**src/rtl/sar_ctrl_pkg.sv**
```systemverilog
package sar_ctrl_pkg;
    localparam int SAR_NUM_IN = 8;
    localparam int SAR_CH_W   = $clog2(SAR_NUM_IN);

    typedef enum logic [1:0] {
        ST_IDLE    = 2'd0,
        ST_SAMPLE  = 2'd1,
        ST_CONVERT = 2'd2,
        ST_DONE    = 2'd3
    } sar_state_t;
endpackage

```
**src/rtl/sar_seq_fsm.sv**
```systemverilog
module sar_seq_fsm
    import sar_ctrl_pkg::*;
(
    input  logic       clk,
    input  logic       rst_n,
    input  logic       start_i,
    input  logic       last_bit_i,
    output sar_state_t state_o,
    output logic       load_o,
    output logic       step_o,
    output logic       finish_o
);
    sar_state_t state_q, state_d;

    always_ff @(posedge clk) begin
        if (!rst_n) state_q <= ST_IDLE;
        else        state_q <= state_d;
    end

    always_comb begin
        state_d = state_q;
        unique case (state_q)
            ST_IDLE:    if (start_i) state_d = ST_SAMPLE;
            ST_SAMPLE:  state_d = ST_CONVERT;
            ST_CONVERT: if (last_bit_i) state_d = ST_DONE;
            ST_DONE:    state_d = ST_IDLE;
        endcase
    end

    always_comb begin
        load_o   = 1'b0;
        step_o   = 1'b0;
        finish_o = 1'b0;
        unique case (state_q)
            ST_IDLE:    load_o = start_i;
            ST_SAMPLE:  ;
            ST_CONVERT: begin
                step_o   = 1'b1;
                finish_o = last_bit_i;
            end
            ST_DONE:    ;
        endcase
    end

    assign state_o = state_q;

    // one acquire cycle precedes the resolve phase
    a_r2_sample_then_convert: assert property (@(posedge clk) disable iff (!rst_n)
        state_q == ST_SAMPLE |=> state_q == ST_CONVERT);
    // the done state lasts one cycle
    a_r2_done_then_idle: assert property (@(posedge clk) disable iff (!rst_n)
        state_q == ST_DONE |=> state_q == ST_IDLE);
endmodule

```
**src/rtl/sar_search_reg.sv**
```systemverilog
module sar_search_reg #(
    parameter int RES_BITS = 12
) (
    input  logic                clk,
    input  logic                rst_n,
    input  logic                init_i,
    input  logic                step_i,
    input  logic                cmp_i,
    output logic [RES_BITS-1:0] trial_o,
    output logic [RES_BITS-1:0] code_next_o,
    output logic                last_o
);
    localparam int PTR_W = $clog2(RES_BITS);
    localparam logic [PTR_W-1:0] TOP_PTR = PTR_W'(RES_BITS - 1);

    logic [RES_BITS-1:0] sar_q;
    logic [PTR_W-1:0]    ptr_q;
    logic [RES_BITS-1:0] trial_bit;

    assign trial_bit   = {{(RES_BITS-1){1'b0}}, 1'b1} << ptr_q;
    assign trial_o     = sar_q | trial_bit;
    assign code_next_o = cmp_i ? trial_o : sar_q;
    assign last_o      = (ptr_q == '0);

    always_ff @(posedge clk) begin
        if (!rst_n) begin
            sar_q <= '0;
            ptr_q <= TOP_PTR;
        end else if (init_i) begin
            sar_q <= '0;
            ptr_q <= TOP_PTR;
        end else if (step_i) begin
            sar_q <= code_next_o;
            if (!last_o) ptr_q <= ptr_q - 1'b1;
        end
    end

    // the pointer walks down one position per resolve step
    a_r3_ptr_descends: assert property (@(posedge clk) disable iff (!rst_n)
        (step_i && !last_o && !init_i) |=> ptr_q == $past(ptr_q) - 1'b1);
    // the first trial of a conversion starts from an empty register
    a_r3_msb_first: assert property (@(posedge clk) disable iff (!rst_n)
        init_i |=> (sar_q == '0 && ptr_q == TOP_PTR));
endmodule

```
**src/rtl/sar_input_map.sv**
```systemverilog
module sar_input_map
    import sar_ctrl_pkg::*;
(
    input  logic                  clk,
    input  logic                  rst_n,
    input  logic                  load_i,
    input  logic                  se_i,
    input  logic [SAR_CH_W-1:0]   chan_i,
    output logic [SAR_NUM_IN-1:0] pos_sel_o,
    output logic [SAR_NUM_IN:0]   neg_sel_o
);
    logic                se_q;
    logic [SAR_CH_W-1:0] chan_q;
    logic                valid_q;
    logic [SAR_CH_W-1:0] pos_idx;
    logic [SAR_CH_W-1:0] neg_idx;

    always_ff @(posedge clk) begin
        if (!rst_n) begin
            se_q    <= 1'b0;
            chan_q  <= '0;
            valid_q <= 1'b0;
        end else if (load_i) begin
            se_q    <= se_i;
            chan_q  <= chan_i;
            valid_q <= 1'b1;
        end
    end

    // Pair index in the low code bits, polarity/odd half in the top bit
    assign pos_idx = {chan_q[SAR_CH_W-2:0], chan_q[SAR_CH_W-1]};
    assign neg_idx = {chan_q[SAR_CH_W-2:0], ~chan_q[SAR_CH_W-1]};

    for (genvar g = 0; g < SAR_NUM_IN; g++) begin : g_sel
        assign pos_sel_o[g] = valid_q && (pos_idx == SAR_CH_W'(g));
        assign neg_sel_o[g] = valid_q && !se_q && (neg_idx == SAR_CH_W'(g));
    end
    assign neg_sel_o[SAR_NUM_IN] = valid_q && se_q;

    // at most one input on each side of the comparator
    a_r4_pos_onehot: assert property (@(posedge clk) disable iff (!rst_n)
        $onehot0(pos_sel_o));
    a_r5_neg_onehot: assert property (@(posedge clk) disable iff (!rst_n)
        $onehot0(neg_sel_o) && ($countones(neg_sel_o) == $countones(pos_sel_o)));
endmodule

```
**src/rtl/sar_power_ctl.sv**
```systemverilog
module sar_power_ctl (
    input  logic       clk,
    input  logic       rst_n,
    input  logic       active_i,
    input  logic       latch_i,
    input  logic [1:0] pwr_i,
    output logic       clk_en_o,
    output logic       ref_en_o,
    output logic       core_en_o
);
    logic [1:0] pwr_q;

    always_ff @(posedge clk) begin
        if (!rst_n)       pwr_q <= 2'b00;
        else if (latch_i) pwr_q <= pwr_i;
    end

    assign clk_en_o  = active_i;
    assign ref_en_o  = active_i | pwr_q[1];
    assign core_en_o = active_i | pwr_q[0];
endmodule

```
**src/rtl/sar_conv_ctrl.sv**
```systemverilog
module sar_conv_ctrl
    import sar_ctrl_pkg::*;
#(
    parameter int RES_BITS = 12
) (
    input  logic                  clk,
    input  logic                  rst_n,
    input  logic                  start_i,
    input  logic                  se_i,
    input  logic [SAR_CH_W-1:0]   chan_i,
    input  logic [1:0]            pwr_i,
    input  logic                  cmp_i,
    output logic [RES_BITS-1:0]   dac_code_o,
    output logic [SAR_NUM_IN-1:0] pos_sel_o,
    output logic [SAR_NUM_IN:0]   neg_sel_o,
    output logic                  clk_en_o,
    output logic                  ref_en_o,
    output logic                  core_en_o,
    output logic                  busy_o,
    output logic                  done_o,
    output logic [RES_BITS-1:0]   result_o
);
    sar_state_t          state;
    logic                load, step, finish, last_bit;
    logic [RES_BITS-1:0] code_next;
    logic [RES_BITS-1:0] result_q;

    sar_seq_fsm u_fsm (
        .clk        (clk),
        .rst_n      (rst_n),
        .start_i    (start_i),
        .last_bit_i (last_bit),
        .state_o    (state),
        .load_o     (load),
        .step_o     (step),
        .finish_o   (finish)
    );

    sar_search_reg #(.RES_BITS(RES_BITS)) u_search (
        .clk         (clk),
        .rst_n       (rst_n),
        .init_i      (load),
        .step_i      (step),
        .cmp_i       (cmp_i),
        .trial_o     (dac_code_o),
        .code_next_o (code_next),
        .last_o      (last_bit)
    );

    sar_input_map u_map (
        .clk       (clk),
        .rst_n     (rst_n),
        .load_i    (load),
        .se_i      (se_i),
        .chan_i    (chan_i),
        .pos_sel_o (pos_sel_o),
        .neg_sel_o (neg_sel_o)
    );

    sar_power_ctl u_pwr (
        .clk       (clk),
        .rst_n     (rst_n),
        .active_i  (state != ST_IDLE),
        .latch_i   (finish),
        .pwr_i     (pwr_i),
        .clk_en_o  (clk_en_o),
        .ref_en_o  (ref_en_o),
        .core_en_o (core_en_o)
    );

    always_ff @(posedge clk) begin
        if (!rst_n)      result_q <= '0;
        else if (finish) result_q <= code_next;
    end

    assign result_o = result_q;
    assign busy_o   = (state == ST_SAMPLE) || (state == ST_CONVERT);
    assign done_o   = (state == ST_DONE);

    // strobe is one cycle wide and follows the end of busy
    a_r2_done_single: assert property (@(posedge clk) disable iff (!rst_n)
        done_o |=> !done_o);
    a_r2_busy_to_done: assert property (@(posedge clk) disable iff (!rst_n)
        $fell(busy_o) |-> done_o);
    // everything powered while a conversion is active
    a_r6_powered_active: assert property (@(posedge clk) disable iff (!rst_n)
        (busy_o || done_o) |-> (clk_en_o && ref_en_o && core_en_o));
    // held result moves only together with the strobe
    a_r9_result_held: assert property (@(posedge clk) disable iff (!rst_n)
        !done_o |-> $stable(result_o));
    // a start outside idle leaves the selects alone
    a_r8_start_ignored: assert property (@(posedge clk) disable iff (!rst_n)
        (start_i && (busy_o || done_o)) |=> ($stable(pos_sel_o) && $stable(neg_sel_o)));
endmodule

```
**config.mk**
```make
export PLATFORM = sky130hd
export DESIGN_NAME = sar_conv_ctrl
export DESIGN_NICKNAME = d
export VERILOG_FILES = /design/src/rtl/sar_ctrl_pkg.sv /design/src/rtl/sar_seq_fsm.sv /design/src/rtl/sar_search_reg.sv /design/src/rtl/sar_input_map.sv /design/src/rtl/sar_power_ctl.sv /design/src/rtl/sar_conv_ctrl.sv
export SDC_FILE = /design/constraint.sdc
export NUM_CORES = 1
export LEC_CHECK = 0
export ABC_AREA = 1
export BUFFER_PORTS_ARGS = -buffer_cell sky130_fd_sc_hd__clkbuf_2
export CAP_MARGIN = 30
export CORE_ASPECT_RATIO = 0.8
export CORE_MARGIN = 2
export CORE_UTILIZATION = 49
export CTS_BUF_LIST = sky130_fd_sc_hd__clkbuf_4
export CTS_CLUSTER_DIAMETER = 50
export CTS_CLUSTER_SIZE = 24
export DETAILED_ROUTE_END_ITERATION = 8
export GPL_TIMING_DRIVEN = 0
export PLACE_DENSITY = 0.73
export SYNTH_ARGS = -nofsm -noshare
export SYNTH_HDL_FRONTEND = slang
export SYNTH_SLANG_ARGS = --single-unit
```
**constraint.sdc**
```tcl
create_clock -name clk -period 1.9 [get_ports clk]
set_input_delay 0.095 -clock clk [delete_from_list [all_inputs] [get_ports clk]]
set_output_delay 0.095 -clock clk [all_outputs]
set_load 0.01 [all_outputs]
```
# Word level (Yosys, flattened, before mapping)

Cells that the tools add are included.

Bits in read-only memories: 0
Register bits: 37
Bits in latches: 0
Input port bits: 10
Output and inout port bits: 46
Logic and storage cells: 70
Memory bits (writable): 0
Memories: 0

Div/mod/pow operators: 0
Multiplexer cells: 7
Magnitude comparators: 0
Shift-type cells: 1
$mul: 0
Eq/ne operators: 19
Reduce and logical (&&, ||, !) cells: 28
Add/sub/neg operators: 1
Bitwise gates (word level): 6

Operator list:

| kind                                                                | number |
|---|---|
| 3-bit == test (second input constant)                               | 8 |
| 1-bit logical AND                                                   | 18 |
| 3-bit by 2-bit == test with 1-bit output (second input constant)    | 4 |
| 12-bit 2-to-1 mux                                                   | 1 |
| 12-bit OR                                                           | 1 |
| 1-bit by 4-bit << shifter with 12-bit output (first input constant) | 1 |
| 2-bit case mux with 4 select lines                                  | 1 |
| 3-bit by 1-bit == test with 1-bit output (second input constant)    | 2 |
| 3-bit logical NOT                                                   | 2 |
| 2-bit == test (second input constant)                               | 2 |
| 4-bit logical NOT                                                   | 1 |
| 2-bit 2-to-1 mux                                                    | 2 |
| 2-bit AND reduction                                                 | 2 |
| 4-bit by 1-bit subtractor with 4-bit output (second input constant) | 1 |
| 1-bit 2-to-1 mux                                                    | 3 |
| 1-bit inverter                                                      | 3 |
| 2-bit by 1-bit == test with 1-bit output (second input constant)    | 1 |
| 2-bit logical NOT                                                   | 1 |
| 2-bit by 1-bit != test with 1-bit output (second input constant)    | 1 |
| 2-bit != test (second input constant)                               | 1 |
| 1-bit OR                                                            | 2 |
| 2-bit nonzero test                                                  | 1 |
| 2-bit OR reduction                                                  | 1 |
| 1-bit logical NOT                                                   | 1 |
| 1-bit logical OR                                                    | 1 |

# Depth between registers and ports, before layout

Depth in word-level cells: 3
Gate-level depth with buffers: 8
Gate-level depth less buffers: 7

# Modules after synthesis

Synthesis repeated with hierarchy kept, for this count alone.

Cell total of the unflattened synthesis: 322
Area total of the unflattened synthesis: 2139.6 um^2

By module, submodules not included:

| module         | cells an instance | times used | area an instance (um^2) | seq. area each (um^2) |
|---|---|---|---|---|
| sar_search_reg | 142               | 1          | 1017.2                  | 320.3 |
| sar_conv_ctrl  | 80                | 1          | 529.3                   | 240.2 |
| sar_input_map  | 59                | 1          | 320.3                   | 100.1 |
| sar_seq_fsm    | 26                | 1          | 175.2                   | 40.0 |
| sar_power_ctl  | 15                | 1          | 97.6                    | 40.0 |

# Worst setup path after synthesis

OpenSTA, ideal clock, no wires.

Kind: flip-flop to flip-flop
From: reg u_fsm.state_q[1], in the netlist u_fsm.state_o[1]
To: reg u_search.sar_q[10]
Setup slack: 634 ps
Library setup time: 64 ps
Data arrival time: 1203 ps
Period minus slack after synthesis: 1266 ps
Cell stages (with the launch flop): 9
Path buffers: 1
Path through: dfxtp_1 inv_1 ha_1 nand2_2 inv_1 nor2_4 buf_6 o21ai_0 nor2_1

Word-level cells in the longest chain between the ends: 3
Elaborated cells between the ends (all ways): 5

Ends and longest elaborated chain:

| item                         | line                 | source |
|---|---|---|
| from (decl)                  | sar_seq_fsm.sv:13    | `sar_state_t state_q, state_d;` |
| from (signal assigned)       | sar_seq_fsm.sv:17    | `else state_q <= state_d;` |
| 2-bit logical NOT            | sar_seq_fsm.sv:34    | `unique case (state_q)` |
| 1-bit 2-to-1 mux             | sar_seq_fsm.sv:34    |  |
| 2-bit OR reduction (no line) | -                    |  |
| to (signal assigned)         | sar_search_reg.sv:33 | `sar_q <= code_next_o;` |
| to (decl)                    | sar_search_reg.sv:16 | `logic [RES_BITS-1:0] sar_q;` |

Several ways; a longest one is shown, not always the timed one.
A chain may end at the register's enable or synchronous reset.

# Worst setup path in the final report

From: reg u_search.ptr_q[0]
To: out dac_code_o[2]

Word-level cells in the longest chain between the ends: 2

Ends and longest elaborated chain:

| item                                         | line                 | source |
|---|---|---|
| from (decl)                                  | sar_search_reg.sv:17 | `logic [PTR_W-1:0] ptr_q;` |
| from (signal assigned)                       | sar_search_reg.sv:34 | `if (!last_o) ptr_q <= ptr_q - 1'b1;` |
| 1-bit by 4-bit << shifter with 12-bit output | sar_search_reg.sv:20 | `assign trial_bit = {{(RES_BITS-1){1'b0}}, 1'b1} << ptr_q;` |
| 12-bit OR                                    | sar_search_reg.sv:21 | `assign trial_o = sar_q \| trial_bit;` |
| to (decl)                                    | sar_conv_ctrl.sv:13  | `output logic [RES_BITS-1:0] dac_code_o,` |

No other way between the ends.

==> summary.md <==
| Metric | Value |
|---|---|
| Status | finished clean |
| Leak pwr | roughly 1.2 nW |
| Post-synth net total | 296 |
| DRT antenna net count | 0 |
| CTS sink cnt | 37 |
| Routed wire length | 4.42 mm |
| Final Critical Period | 1640 ps |
| Die height | 59.7 um |
| Final instance area | 0.00236 mm^2 |
| I/O Pins | 56 |
| PortBufs | 55 |
| Flop pwr share | 37.7% |
| Maxcap violations | 0 |
| Via density | about 4.9 |
| Root buf cell | clkbuf_4 |
| Final hold vios | 0 |
| Worst Tran Pin Value | 381 ps |
| Slew Limit Fails | 0 |
| Cts bufs inserted | 5 |
| Mean Syn Cell Area | 6.87 um^2 |
| Synthesized cell area | 0.00190 mm^2 |
| HP Class | in -> reg |
| Clock latency on the worst-skew pair | about 340 ps |
| Comb power frac | 33.4% |
| Setup bufs post-CTS | 0 |
| Crit path capture type | output pin |
| Layout cell share with drive strength beyond 1 | a little under a quarter |
| Synth warn | 0 |
| Final net count | ~360 |
| Switch share | 34.9% |
| Worst VDD drop | 0.000505 V |
| First-pass GRT wire length | 7.17 mm |
| Seq cells post-synth | 37 |
| Largest net degree at the start of global routing | 13 |
| Gr usage total | approximately 22% |
| Initial DRC count | 100 |
| Tcrit/Tclk final | a little under nine tenths |
| Worst setup path category | reg -> out |
| Achievable frequency | 611 MHz |
| Die area | roughly 0.0044 mm^2 |
| Routability congestion estimate | ~0.85 |
| Crit path DAT | 1540 ps |
| CTS tree | yes |
| Crit-path max FO | 6 |
| Top cell type by total area after synthesis | dfxtp_1 |
| Slew headroom | between 70% and 80% |
| Die width | approximately 74 um |
| Int Pwr | 1.53 mW |
| Ranking of synthesized cells by area | dfxtp_1, nand2_1, inv_1, nor2_1, o21ai_0 |
| CTS max path bufs | 2 |
| Post-synthesis sequential area ratio | 38.9% |
| RSZ-0062 raised after global routing | no |
| Layout overhead on the synthesized area | 24.3% |
| Clock Skews | 9.36 ps |
| Cell Pwr Density | roughly 990 mW/mm^2 |
| Number of global-route vias before repair | 1583 |
| Total number of vias | 1879 |
| # DRC | 0 |
| Crit start category | flip-flop |
| Detailed Routing Iterations Pass 1 | 4 |
| Distinct cells, synth | 24 |
| Initial Utilization | between 50% and 60% |
| Drt wl/cell | 11.4 um |
| Sum Neg Setup Slack | 0 ps |
| Synthesized instance count | 277 |
| Initial antenna violation count | 0 |
| Core area | 0.00375 mm^2 |
| Row count | 20 |
| Clock transition at path regs | roughly 110 ps |
| P_sw | 0.818 mW |
| Req. time, crit path | 1800 ps |
| H-tree levels | 2 |
| Post-synth top area share | 38.9% |
| Global route overflow | 0 |
| Ant diodes | 0 |
| Total Power | 2.34 mW |
| Final setup vio count | 0 |
| Clock share of power | 28.9% |
| DPL Wire Length | 3.37 mm |
| Area after DPL | about 0.0022 mm^2 |
==> routing by layer <==
metal | part of all wire, % | track usage (%) | wire length [um]
met5 | 0 | 0 | 0
met4 | 0.77 | 7.01 | 34
met3 | 5.8 | 5.06 | 258
met2 | 42 | 32.5 | 1850
met1 | 51 | 30.5 | 2270
==> power by group through the flow <==
stage	logic (mW)	clock network (mW)	registers, mW
2_1_floorplan	0.544	0	0.891
3_3_place_gp	0.764	0	0.899
3_5_place_dp	0.771	0	0.900
4_1_cts	0.779	0.694	0.883
5_1_grt	0.878	0.736	0.893
6_report	0.782	0.678	0.883
==> cells in the mapped netlist (all sizes together) <==
cell     n
buf      8
nor3    10
nand2   51
o211ai   1
o21bai   1
or2      3
nand3   18
a21oi   15
nand4    4
dfxtp   37
nor2    42
clkbuf   1
and2     3
ha       9
clkinv   1
inv     46
o21ai   27
==> repair_timing <==
item / in CTS / in global routing
resized for setup: 0 / 0
hold buffers: 3 / 0
endpoints found under the hold margin: 3 / 0
==> registers in the layout, indices dropped and copies added, names as in the netlist <==
register,cells
result_o,12
u_search.sar_q,12
u_search.ptr_q,4
u_map.chan_q,3
u_fsm.state_o,2
u_pwr.pwr_q,2
u_map.se_q,1
u_map.valid_q,1
==> through the flow <==
| stage | utilization [%] | hold slack [ps] | std cells | worst slack [ps] |
|---|---|---|---|---|
| floorplan | - | 218 | 277 | 634 |
| global placement | 59.5 | 331 | 376 | 396 |
| detailed placement | 59.5 | 333 | 376 | 378 |
| CTS | 63.0 | 27.5 | 387 | 240 |
| global route | 63.0 | 23.3 | 387 | 152 |
| finish | 63.0 | 37.8 | 387 | 264 |
==> cell families after synthesis <==
kind of cell	synth area share, %
AND/OR/NAND/NOR	30.6
flip-flops	38.9
buffers and inverters	12.7
adder cells (fa/ha/maj)	5.92
AO/OA/AOI/OAI	11.8
==> final cells by class <==
| class | count | area, um^2 |
|---|---|---|
| Buffer | 9 | 65.1 |
| Clock buffer | 5 | 37.5 |
| Clock inverter | 3 | 65.1 |
| Fill cell | 351 | 1390 |
| Inverter | 47 | 176 |
| Multi-Input combinational cell | 184 | 920 |
| Sequential cell | 37 | 741 |
| Tap cell | 44 | 55.1 |
| Timing Repair Buffer | 58 | 305 |
==> placed cells by master, fill, tap and decap left out <==
cell type / synthesis / layout
nor2_4: 2 / 2
clkinv_2: 0 / 1
buf_4: 1 / 1
nor2_1: 40 / 40
inv_2: 3 / 3
o21ai_1: 3 / 3
nand3_4: 1 / 1
buf_6: 3 / 3
nand3_1: 17 / 17
o21bai_1: 1 / 1
ha_1: 9 / 9
clkbuf_2: 0 / 55
bufinv_16: 0 / 2
nand4_1: 4 / 4
clkbuf_4: 0 / 5
and2_1: 3 / 3
a21oi_1: 15 / 15
dfxtp_1: 37 / 37
or2_2: 3 / 3
o211ai_1: 1 / 1
clkinv_1: 1 / 1
nor3_1: 10 / 10
inv_1: 43 / 43
buf_2: 4 / 4
nand2_1: 50 / 50
clkbuf_1: 1 / 1
o21ai_0: 24 / 24
nand2_2: 1 / 1
dlygate4sd3_1: 0 / 3
==> critical path, cell delays in order (launching register included) <==
cell	delay [ps]
dfxtp_1	360
inv_1	160
ha_1	260
nand2_1	80
o21ai_0	180
clkbuf_2	170
==> path summary, 6_finish.rpt <==
kind / startpoint / slack (ps) / end / depth (start not counted)
max reg2reg: u_fsm.state_o[1]$_SDFFE_PN0P_ / 370 / u_search.sar_q[10]$_SDFFE_PP0P_ / 8
min reg2reg: u_pwr.pwr_q[1]$_SDFFE_PN0P_ / 470 / u_pwr.pwr_q[1]$_SDFFE_PN0P_ / 2
min: chan_i[1] / 40 / u_map.chan_q[1]$_SDFFE_PN0P_ / 3
max: u_search.ptr_q[0]$_SDFFE_PP1P_ / 260 / dac_code_o[2] / 5
Power figures use the tool's default switching activity.
